<file path="src/rtl/mesi_pkg.sv">
package mesi_pkg;

    typedef enum logic [1:0] {
        ST_I = 2'b00,
        ST_S = 2'b01,
        ST_E = 2'b10,
        ST_M = 2'b11
    } mesi_e;

    typedef enum logic [1:0] {
        OP_RD    = 2'b00,
        OP_WR    = 2'b01,
        OP_FLUSH = 2'b10,
        OP_EVICT = 2'b11
    } cpu_op_e;

    typedef enum logic [1:0] {
        BC_RD   = 2'b00,
        BC_RFO  = 2'b01,
        BC_WB   = 2'b10,
        BC_NONE = 2'b11
    } bus_cmd_e;

    typedef enum logic [2:0] {
        PU_SNPWB,
        PU_FLUSH,
        PU_EVICT,
        PU_VICTIM,
        PU_FILL
    } purpose_e;

    typedef struct packed {
        bus_cmd_e cmd;
        purpose_e purp;
    } xact_t;

    // State a clean line takes after a snooped request matches it.
    function automatic mesi_e snoop_next(mesi_e cur, logic is_own);
        case (cur)
            ST_E, ST_S: return is_own ? ST_I : ST_S;
            default:    return cur;
        endcase
    endfunction

    // State installed when a fill transaction completes.
    function automatic mesi_e fill_state(bus_cmd_e cmd, logic others_hold);
        if (cmd == BC_RFO) return ST_M;
        return others_hold ? ST_S : ST_E;
    endfunction

endpackage

</file>
<file path="src/rtl/mesi_tag_store.sv">
module mesi_tag_store
    import mesi_pkg::*;
#(
    parameter int LINES = 4,
    parameter int IDX_W = 2,
    parameter int TAG_W = 6
) (
    input  logic                        clk,
    input  logic                        rst,
    input  logic                        fsm_we,
    input  logic [IDX_W-1:0]            fsm_idx,
    input  mesi_e                       fsm_st,
    input  logic                        fsm_tag_we,
    input  logic [TAG_W-1:0]            fsm_tag,
    input  logic                        snp_we,
    input  logic [IDX_W-1:0]            snp_idx,
    input  mesi_e                       snp_st,
    output mesi_e [LINES-1:0]           st_q,
    output logic  [LINES-1:0][TAG_W-1:0] tag_q
);

    for (genvar g = 0; g < LINES; g++) begin : g_line
        mesi_e            st_r;
        logic [TAG_W-1:0] tag_r;

        // Controller updates win over snoop updates on the same line.
        always_ff @(posedge clk) begin
            if (rst) begin
                st_r  <= ST_I;
                tag_r <= '0;
            end else if (fsm_we && fsm_idx == IDX_W'(g)) begin
                st_r <= fsm_st;
                if (fsm_tag_we) tag_r <= fsm_tag;
            end else if (snp_we && snp_idx == IDX_W'(g)) begin
                st_r <= snp_st;
            end
        end

        assign st_q[g]  = st_r;
        assign tag_q[g] = tag_r;
    end

endmodule

</file>
<file path="src/rtl/mesi_snoop_unit.sv">
module mesi_snoop_unit
    import mesi_pkg::*;
#(
    parameter int LINES = 4,
    parameter int IDX_W = 2,
    parameter int TAG_W = 6
) (
    input  logic                         snp_valid,
    input  logic                         snp_cmd,
    input  logic [IDX_W-1:0]             snp_idx,
    input  logic [TAG_W-1:0]             snp_tag,
    input  mesi_e [LINES-1:0]            st_q,
    input  logic  [LINES-1:0][TAG_W-1:0] tag_q,
    output logic                         snp_retry,
    output logic                         snp_shared,
    output logic                         upd_we,
    output mesi_e                        upd_st
);

    mesi_e cur;
    logic  match;

    assign cur        = st_q[snp_idx];
    assign match      = snp_valid && (cur != ST_I) && (tag_q[snp_idx] == snp_tag);
    assign snp_retry  = match && (cur == ST_M);
    assign snp_shared = match && (cur != ST_M) && !snp_cmd;
    assign upd_st     = snoop_next(cur, snp_cmd);
    assign upd_we     = match && (cur != ST_M) && (upd_st != cur);

endmodule

</file>
<file path="src/rtl/mesi_ctrl_fsm.sv">
module mesi_ctrl_fsm
    import mesi_pkg::*;
#(
    parameter int LINES = 4,
    parameter int IDX_W = 2,
    parameter int TAG_W = 6
) (
    input  logic                         clk,
    input  logic                         rst,
    input  logic                         cpu_valid,
    input  cpu_op_e                      cpu_op,
    input  logic [IDX_W-1:0]             cpu_idx,
    input  logic [TAG_W-1:0]             cpu_tag,
    input  logic                         snp_valid,
    input  logic                         pend_set,
    input  logic [IDX_W-1:0]             pend_idx,
    input  mesi_e [LINES-1:0]            st_q,
    input  logic  [LINES-1:0][TAG_W-1:0] tag_q,
    input  logic                         bus_done,
    input  logic                         bus_shared,
    output logic                         cpu_ready,
    output logic                         cpu_done,
    output logic                         bus_req_valid,
    output bus_cmd_e                     bus_req_cmd,
    output logic [TAG_W+IDX_W-1:0]       bus_req_addr,
    output logic                         fsm_we,
    output logic [IDX_W-1:0]             fsm_idx,
    output mesi_e                        fsm_st,
    output logic                         fsm_tag_we,
    output logic [TAG_W-1:0]             fsm_tag
);

    logic             busy_q, busy_d;
    xact_t            xa_q, xa_d;
    logic [IDX_W-1:0] idx_q, idx_d;
    logic [TAG_W-1:0] wb_tag_q, wb_tag_d, new_tag_q, new_tag_d;
    cpu_op_e          op_q, op_d;
    logic             done_q, done_d;
    logic [LINES-1:0] pend_q;
    logic             clr;
    logic [IDX_W-1:0] pick;
    logic             any_pend, accept, c_hit;
    mesi_e            c_st;
    bus_cmd_e         fill_cmd;

    always_comb begin
        pick = '0;
        for (int i = LINES - 1; i >= 0; i--) begin
            if (pend_q[i]) pick = IDX_W'(i);
        end
    end

    assign any_pend  = |pend_q;
    assign cpu_ready = !busy_q && !any_pend && !snp_valid;
    assign accept    = cpu_valid && cpu_ready;
    assign c_st      = st_q[cpu_idx];
    assign c_hit     = (c_st != ST_I) && (tag_q[cpu_idx] == cpu_tag);
    assign fill_cmd  = (cpu_op == OP_WR) ? BC_RFO : BC_RD;

    always_comb begin
        busy_d     = busy_q;
        xa_d       = xa_q;
        idx_d      = idx_q;
        wb_tag_d   = wb_tag_q;
        new_tag_d  = new_tag_q;
        op_d       = op_q;
        done_d     = 1'b0;
        fsm_we     = 1'b0;
        fsm_idx    = idx_q;
        fsm_st     = ST_I;
        fsm_tag_we = 1'b0;
        fsm_tag    = new_tag_q;
        clr        = 1'b0;
        if (!busy_q) begin
            if (any_pend) begin
                idx_d   = pick;
                fsm_idx = pick;
                if (st_q[pick] == ST_M) begin
                    busy_d   = 1'b1;
                    xa_d     = '{cmd: BC_WB, purp: PU_SNPWB};
                    wb_tag_d = tag_q[pick];
                end else begin
                    clr = 1'b1;
                end
            end else if (accept) begin
                idx_d     = cpu_idx;
                fsm_idx   = cpu_idx;
                op_d      = cpu_op;
                new_tag_d = cpu_tag;
                wb_tag_d  = tag_q[cpu_idx];
                case (cpu_op)
                    OP_RD, OP_WR: begin
                        if (c_hit && (cpu_op == OP_RD || c_st != ST_S)) begin
                            if (cpu_op == OP_WR) begin
                                fsm_we = 1'b1;
                                fsm_st = ST_M;
                            end
                            done_d = 1'b1;
                        end else if (c_hit) begin
                            busy_d = 1'b1;
                            xa_d   = '{cmd: BC_RFO, purp: PU_FILL};
                        end else if (c_st == ST_M) begin
                            busy_d = 1'b1;
                            xa_d   = '{cmd: BC_WB, purp: PU_VICTIM};
                        end else begin
                            busy_d = 1'b1;
                            xa_d   = '{cmd: fill_cmd, purp: PU_FILL};
                        end
                    end
                    OP_FLUSH: begin
                        if (c_hit && c_st == ST_M) begin
                            busy_d = 1'b1;
                            xa_d   = '{cmd: BC_WB, purp: PU_FLUSH};
                        end else begin
                            done_d = 1'b1;
                        end
                    end
                    default: begin
                        if (c_hit && c_st == ST_M) begin
                            busy_d = 1'b1;
                            xa_d   = '{cmd: BC_WB, purp: PU_EVICT};
                        end else begin
                            if (c_hit) fsm_we = 1'b1;
                            done_d = 1'b1;
                        end
                    end
                endcase
            end
        end else if (bus_done) begin
            fsm_we = 1'b1;
            case (xa_q.purp)
                PU_SNPWB: begin
                    fsm_st = ST_S;
                    clr    = 1'b1;
                    busy_d = 1'b0;
                end
                PU_FLUSH: begin
                    fsm_st = ST_E;
                    clr    = 1'b1;
                    busy_d = 1'b0;
                    done_d = 1'b1;
                end
                PU_EVICT: begin
                    fsm_st = ST_I;
                    clr    = 1'b1;
                    busy_d = 1'b0;
                    done_d = 1'b1;
                end
                PU_VICTIM: begin
                    fsm_st = ST_I;
                    clr    = 1'b1;
                    xa_d   = '{cmd: (op_q == OP_WR) ? BC_RFO : BC_RD, purp: PU_FILL};
                end
                default: begin
                    fsm_st     = fill_state(xa_q.cmd, bus_shared);
                    fsm_tag_we = 1'b1;
                    busy_d     = 1'b0;
                    done_d     = 1'b1;
                end
            endcase
        end
    end

    always_ff @(posedge clk) begin
        if (rst) begin
            busy_q    <= 1'b0;
            xa_q      <= '{cmd: BC_NONE, purp: PU_FILL};
            idx_q     <= '0;
            wb_tag_q  <= '0;
            new_tag_q <= '0;
            op_q      <= OP_RD;
            done_q    <= 1'b0;
            pend_q    <= '0;
        end else begin
            busy_q    <= busy_d;
            xa_q      <= xa_d;
            idx_q     <= idx_d;
            wb_tag_q  <= wb_tag_d;
            new_tag_q <= new_tag_d;
            op_q      <= op_d;
            done_q    <= done_d;
            pend_q    <= (pend_q & ~(LINES'(clr) << fsm_idx))
                       | (LINES'(pend_set) << pend_idx);
        end
    end

    assign cpu_done      = done_q;
    assign bus_req_valid = busy_q;
    assign bus_req_cmd   = busy_q ? xa_q.cmd : BC_NONE;
    assign bus_req_addr  = {(xa_q.cmd == BC_WB) ? wb_tag_q : new_tag_q, idx_q};

endmodule

</file>
<file path="src/rtl/mesi_line_ctrl.sv">
module mesi_line_ctrl
    import mesi_pkg::*;
#(
    parameter int ADDR_W = 8,
    parameter int LINES  = 4
) (
    input  logic              clk,
    input  logic              rst,
    input  logic              cpu_valid,
    input  logic [1:0]        cpu_op,
    input  logic [ADDR_W-1:0] cpu_addr,
    output logic              cpu_ready,
    output logic              cpu_done,
    output logic              bus_req_valid,
    output logic [1:0]        bus_req_cmd,
    output logic [ADDR_W-1:0] bus_req_addr,
    input  logic              bus_done,
    input  logic              bus_shared,
    input  logic              snp_valid,
    input  logic              snp_cmd,
    input  logic [ADDR_W-1:0] snp_addr,
    output logic              snp_retry,
    output logic              snp_shared
);

    localparam int IDX_W = $clog2(LINES);
    localparam int TAG_W = ADDR_W - IDX_W;

    mesi_e [LINES-1:0]            st_q;
    logic  [LINES-1:0][TAG_W-1:0] tag_q;
    logic                         fsm_we, fsm_tag_we, snp_we;
    logic [IDX_W-1:0]             fsm_idx;
    logic [TAG_W-1:0]             fsm_tag;
    mesi_e                        fsm_st, snp_st;
    bus_cmd_e                     cmd;

    mesi_tag_store #(.LINES(LINES), .IDX_W(IDX_W), .TAG_W(TAG_W)) u_store (
        .clk        (clk),
        .rst        (rst),
        .fsm_we     (fsm_we),
        .fsm_idx    (fsm_idx),
        .fsm_st     (fsm_st),
        .fsm_tag_we (fsm_tag_we),
        .fsm_tag    (fsm_tag),
        .snp_we     (snp_we),
        .snp_idx    (snp_addr[IDX_W-1:0]),
        .snp_st     (snp_st),
        .st_q       (st_q),
        .tag_q      (tag_q)
    );

    mesi_snoop_unit #(.LINES(LINES), .IDX_W(IDX_W), .TAG_W(TAG_W)) u_snoop (
        .snp_valid  (snp_valid),
        .snp_cmd    (snp_cmd),
        .snp_idx    (snp_addr[IDX_W-1:0]),
        .snp_tag    (snp_addr[ADDR_W-1:IDX_W]),
        .st_q       (st_q),
        .tag_q      (tag_q),
        .snp_retry  (snp_retry),
        .snp_shared (snp_shared),
        .upd_we     (snp_we),
        .upd_st     (snp_st)
    );

    mesi_ctrl_fsm #(.LINES(LINES), .IDX_W(IDX_W), .TAG_W(TAG_W)) u_fsm (
        .clk           (clk),
        .rst           (rst),
        .cpu_valid     (cpu_valid),
        .cpu_op        (cpu_op_e'(cpu_op)),
        .cpu_idx       (cpu_addr[IDX_W-1:0]),
        .cpu_tag       (cpu_addr[ADDR_W-1:IDX_W]),
        .snp_valid     (snp_valid),
        .pend_set      (snp_retry),
        .pend_idx      (snp_addr[IDX_W-1:0]),
        .st_q          (st_q),
        .tag_q         (tag_q),
        .bus_done      (bus_done),
        .bus_shared    (bus_shared),
        .cpu_ready     (cpu_ready),
        .cpu_done      (cpu_done),
        .bus_req_valid (bus_req_valid),
        .bus_req_cmd   (cmd),
        .bus_req_addr  (bus_req_addr),
        .fsm_we        (fsm_we),
        .fsm_idx       (fsm_idx),
        .fsm_st        (fsm_st),
        .fsm_tag_we    (fsm_tag_we),
        .fsm_tag       (fsm_tag)
    );

    assign bus_req_cmd = cmd;

endmodule

</file>
<file path="config.mk">
export PLATFORM = sky130hd
export DESIGN_NAME = mesi_line_ctrl
export DESIGN_NICKNAME = d
export VERILOG_FILES = /design/src/rtl/mesi_pkg.sv /design/src/rtl/mesi_tag_store.sv /design/src/rtl/mesi_snoop_unit.sv /design/src/rtl/mesi_ctrl_fsm.sv /design/src/rtl/mesi_line_ctrl.sv
export SDC_FILE = /design/constraint.sdc
export NUM_CORES = 1
export LEC_CHECK = 0
export ABC_CLOCK_PERIOD_IN_PS = 4150
export CORE_ASPECT_RATIO = 1.1
export CORE_MARGIN = 3
export CORE_UTILIZATION = 40
export CTS_BUF_LIST = sky130_fd_sc_hd__clkbuf_4 sky130_fd_sc_hd__clkbuf_8 sky130_fd_sc_hd__clkbuf_16
export CTS_CLUSTER_SIZE = 16
export DETAILED_ROUTE_END_ITERATION = 12
export PLACE_DENSITY_LB_ADDON = 0.12
export SYNTH_ARGS = -nofsm -noshare
export SYNTH_HDL_FRONTEND = slang
export SYNTH_SLANG_ARGS = --single-unit
</file>
<file path="constraint.sdc">
create_clock -name clk -period 4.15 [get_ports clk]
set_clock_uncertainty 0.2 [all_clocks]
set_input_delay 1.0375 -clock clk [delete_from_list [all_inputs] [get_ports clk]]
set_output_delay 1.0375 -clock clk [all_outputs]
set_load 0.005 [all_outputs]
</file>
; Word-level counts from Yosys, hierarchy flattened
; Cells that the tools add are included.
[op_classes]
muxes = 97
shift = 2
bitwise = 5
order_cmp = 3
n_reduce_logical = 51
eq_ne = 30
[ops]
columns = cell, count
row1 = $mux W2, 30
row2 = $mux W5, 11
row3 = $mux W6, 7
row4 = $mux W1, 40
row5 = $bmux W6 S2, 3
row6 = $eq A2 B2 Y1 const B, 10
row7 = $logic_and A1 B1 Y1, 20
row8 = $reduce_bool A2 Y1, 7
row9 = $bmux W2 S2, 3
row10 = $eq A2 B1 Y1 const B, 6
row11 = $eq A6 B6 Y1, 2
row12 = $pmux W5 S2, 1
row13 = $lt A2 B3 Y1 const B, 3
row14 = $ne A2 B2 Y1 const B, 4
row15 = $reduce_and A2 Y1, 4
row16 = $reduce_or A2 Y1, 4
row17 = $reduce_or A4 Y1, 2
row18 = $shl A1 B2 Y4, 2
row19 = $reduce_and A7 Y1, 1
row20 = $eq A3 B2 Y1 const B, 2
row21 = $logic_not A2 Y1, 3
row22 = $pmux W2 S3, 1
row23 = $reduce_and A3 Y1, 2
row24 = $and A4 B4 Y4, 1
row25 = 15 further kinds, 19
[totals]
out_inout_bits = 15
regBits = 59

; Depth between registers and ports, before layout
[logic_depth]
word_depth = 14
depth_mapped = 10
ltp_nobuf = 9

; Modules after synthesis
; A second synthesis with hierarchy kept.
[hier_totals]
cells_unflattened = 392
area_unflattened_um2 = 3734.8
[modules_own_cells]
columns = module, n_inst, cells_each, area_each_um2
row1 = mesi_ctrl_fsm, 1, 221, 1959.4
row2 = mesi_tag_store, 1, 123, 1326.3
row3 = mesi_snoop_unit, 1, 48, 449.2

; Least setup slack after synthesis
; Ideal clock, no wire load.
[synth_path]
path_kind = input port to output port
startpoint = in snp_addr[0]
endpoint = out snp_retry
path_buffers = 2
path_slack_ps = -98
arrival_ps = 3010
stages = 8
cell_sequence = buf_2 -> clkbuf_1 -> mux4_2 -> inv_1 -> ha_1 -> nor4b_1 -> o21ai_1 -> nor3_1
[synth_between]
elab_chain_cells = 6
elab_cells_between_ends = 10
classes_between = eq/ne: 2 / mux: 4 / reduce/logical: 4
[synth_lines]
columns = item, line
row1 = from (decl), mesi_line_ctrl.sv:21  ; input logic [ADDR_W-1:0] snp_addr,
row2 = "parallel branches: the longest is 5 deep, another holds $bmux W6 S2", n/a
row3 = $logic_and A1 B1 Y1 *, mesi_snoop_unit.sv:25  ; assign snp_retry = match && (cur == ST_M);
row4 = to (decl), mesi_line_ctrl.sv:22  ; output logic snp_retry,
; Every way passes the cells marked *. The select of a mux whose other input is x is not followed.

; Worst setup path after layout
; Same ends and word-level chain as after synthesis.

==> results.md <==
* Status: finished, final reports clean
* Post-DR wirelength/cell at 18.48 um
* Finish-stage setup viols at 0
* Non-Filler Instances at 589
* Critical path's largest stage delay at 0.28 ns
* Hold Fails Final Rpt at 0
* Starting DRT DRC Count at 283
* Post-Synth Adder-Cell Area at 1.023%
* Post-synthesis sequential area ratio at 32.20%
* Initial cell density of the core at 41.13%
* Crit path kind: input port to primary output
* Slew @ Worst Pin at 0.9161 ns
* Max-cap check violation count at 0
* Fin nets at 498
* DR pass1 iterations at 4
* R2r setup slk at 0.94 ns
* Simple-gate area share of the yosys netlist at 20.77%
* Startpoint Class: input port
* WP data arrival at 2.83 ns
* Core area at 8919 um2
* ANT cells at 0
* Post-synth cell types at 59
* Hold Path Stages at 2
* FF-to-FF Start: u_fsm.pend_q[2]
* Die outline height at 106.4 um
* Clock Tree Buf Depth at 2
* Worst slack, placed at -0.6565 ns
* FFs w/ async S/R, synth at 0%
* First-pass GRT wire length at 17.91 mm
* Vias in the first global route at 3,310
* Tmin final at 4.066 ns
* Yosys top cell area share at 32.20%
* Hold endpoint: u_fsm.op_q[1]
* Antenna violations before repair at 0
* CTS tree: yes
* Routed WL at 10.88 mm
* RSZ-0062 raised after global routing: no
* Placed cells at 562
* Setup TNS at 0 ns
* Final Max Tran Viols at 0
* CTS sink cnt at 59
* Fillers at 866
* Final WS setup at 0.08387 ns
* Mapped Area at 3669 um2
* Std-Cell Rows at 36
* Htree depth at 3
* Mapped Nets at 426
* Post-Synthesis Cells at 398
* Pwr dens at 266.8 nW/um2
* Largest family of logic cells by synthesized area: multiplexers
* Main synth FF type: dfxtp_1
* Rel. slew slack at 38.70%
* Required time worst endpoint at 2.91 ns
* Nature of the critical path endpoint: primary output
* Die area at 10,360 um2
* Largest net degree at the start of global routing at 32
* GP Congestion at 0.8495
* Synth Area in Compound Gates at 12.07%
* Skew-Pair Late Insertion Delay at 0.34 ns
* Min-Delay Startpoint: u_fsm.op_q[1]
* Peak supply drop at 0.0001935 V
* I/O pin total at 40
* Clk pin slew, worst setup/hold paths at 0.07 ns
* Layout cells sized above 1 at 22.95%
* Largest fanout on the critical path at 13
* Total Routing Usage GR at 21.99%
* CP most frequent cell: buf_12
* Depth of the most critical reg-to-reg path at 7
* Via density at 5.603
* Mux contribution to synthesized area at 25.48%
* Multi-input logic area at 2404 um2
* Final ANT Viol Nets at 0
* Slowest CP cell: nor4b_2
* Period utilization at 97.98%
* Seq. cell area at 1181 um2
* Synth Register Bits at 59
* Root Driver: clkbuf_8
* Port buffer count at 39
* DRC viols at 0
* Worst-path cell chain: dlygate4sd2_1, buf_6, buf_12, buf_12, mux2i_2, and3b_1, nor4b_2, o21ai_2, nor3_2, buf_2
* Via Count at 3,300
* Die Wd at 97.31 um
* Number of enable flip-flop cells after synthesis at 0
* Critical register-to-register path endpoint: u_store.g_line[3].tag_r[4]
* Yosys warning count at 0
* Leak at 1.706 nW
* Syn_area_per_cell at 9.217 um2
* Power Total at 0.001248 W
* Final hold slack at 0.2598 ns
* Main area contributors after synthesis: dfxtp_1 32%, mux2i_1 11%, mux4_2 9.8%
* Layout Area Growth over Synthesis at 27.52%
* Total grt overflow at 0
* CTS Buf Count at 9
* Post-synth top area cell: dfxtp_1
* Post-synthesis xor/xnor area fraction at 4.945%
* DP Wirelength at 7.848 mm
* Worst Hold Class: register to register
* Max frequency at 245.9 MHz
==> worst max path at each step <==
stage,start,to,cells after the start
2_1_floorplan,snp_addr[0],snp_shared,8
3_3_place_gp,snp_addr[0],snp_shared,9
3_5_place_dp,snp_addr[0],snp_shared,9
4_1_cts,snp_addr[0],snp_shared,10
5_1_grt,snp_addr[0],snp_retry,10
6_report,snp_addr[0],snp_retry,10
==> state kept, by name, summed over array words and instances, names as in the netlist <==
signal and cells:
u_fsm.bus_req_valid 1, u_store.g_line.tag_r 24, u_store.g_line.st_r 8, u_fsm.xa_q 5, u_fsm.fsm_tag 6, u_fsm.wb_tag_q 6, u_fsm.pend_q 4, u_fsm.cpu_done 1
u_fsm.op_q 2, u_fsm.idx_q 2
==> layout make-up <==
type                            instances  share of cell area (%)
Multi-Input combinational cell        309                   51.38
Timing Repair Buffer                   79                   15.43
Clock inverter                          4                  0.5349
Clock buffer                           12                   3.397
Sequential cell                        59                   25.25
Tap cell                              114                   3.049
Inverter                               12                  0.9628
==> synth_stat cells, types with 2 or more instances <==
cell type,number
nand2_1,56
mux4_1,2
o31a_1,3
nand3_1,5
o41ai_1,2
dfxtp_1,59
nand2b_1,7
nor3_1,7
and3_1,2
a31oi_1,5
mux2_2,8
mux4_2,16
xnor2_1,5
inv_1,12
o22ai_1,6
nand3b_1,7
or4_1,2
a311oi_1,6
o211ai_1,2
nor2b_1,5
nor2_1,42
ha_1,3
mux2i_1,42
buf_6,2
clkbuf_1,15
o21ai_1,2
and2_1,3
o31ai_1,2
or2_2,2
a21oi_1,18
nor4_1,5
xor2_1,7
o21ai_0,10
xnor2_2,3
==> placed cells by master (no fill, tap or decap), types with 3 or more instances in the layout <==
cell type,instances
buf_2,3
clkbuf_8,11
o22ai_1,6
o31a_1,3
nand2_1,56
mux2i_1,40
buf_4,34
and2_1,3
buf_12,3
nand3b_1,7
xnor2_2,3
mux2_2,7
clkdlybuf4s50_1,34
a311oi_1,6
nor2_1,42
xor2_1,7
inv_1,12
a31oi_1,5
dfxtp_1,59
xnor2_1,5
nor2b_1,5
nor4_1,3
o21ai_0,10
nand3_1,5
buf_6,3
nand2b_1,7
nor3_1,6
a21oi_1,18
mux4_2,16
==> metal layers <==
layer,global-route usage (%),part of all wire [%],vias up
li1,-,-,1598
met1,29.03,46,1614
met2,37.87,49,78
met3,3.806,3.7,10
met4,4.748,1.1,0
met5,0,0,-
==> power breakdown <==
group | total, W | internal, W | switching, W
combinational | 0.000169 | 0.0000863 | 0.0000824
sequential | 0.000589 | 0.000577 | 0.0000120
clock | 0.000490 | 0.000254 | 0.000236
total | 0.00125 | 0.000918 | 0.000331
==> cell families after synthesis <==
family	count (synthesis)
mux	69
fa+ha+maj	3
simple gates	155
flops	59
buf+inv	30
compound gates	66
xor+xnor	16
==> critical path, delay by kind of cell <==
family / cells / cell delay [ns]
AO/OA/AOI/OAI: 1 / 0.13
AND/OR/NAND/NOR: 3 / 0.69
buffers and inverters: 5 / 0.81
multiplexers: 1 / 0.15
==> timing repair <==
action | 4_1_cts | 5_1_grt
pin swaps | 4 | 2
buffers inserted | 11 | 0
setup endpoints to repair | 2 | 2
resized for setup | 17 | 4
hold buffers | 0 | 0
==> through the flow <==
step           instance area (um2)  util, %
5_1_grt                       4678    52.46
3_3_place_gp                  4367    48.96
2_1_floorplan                 3674        -
3_5_place_dp                  4367    48.96
6_report                      4678    52.46
4_1_cts                       4661    52.26
Note: power is estimated with default switching activity, not from simulation.
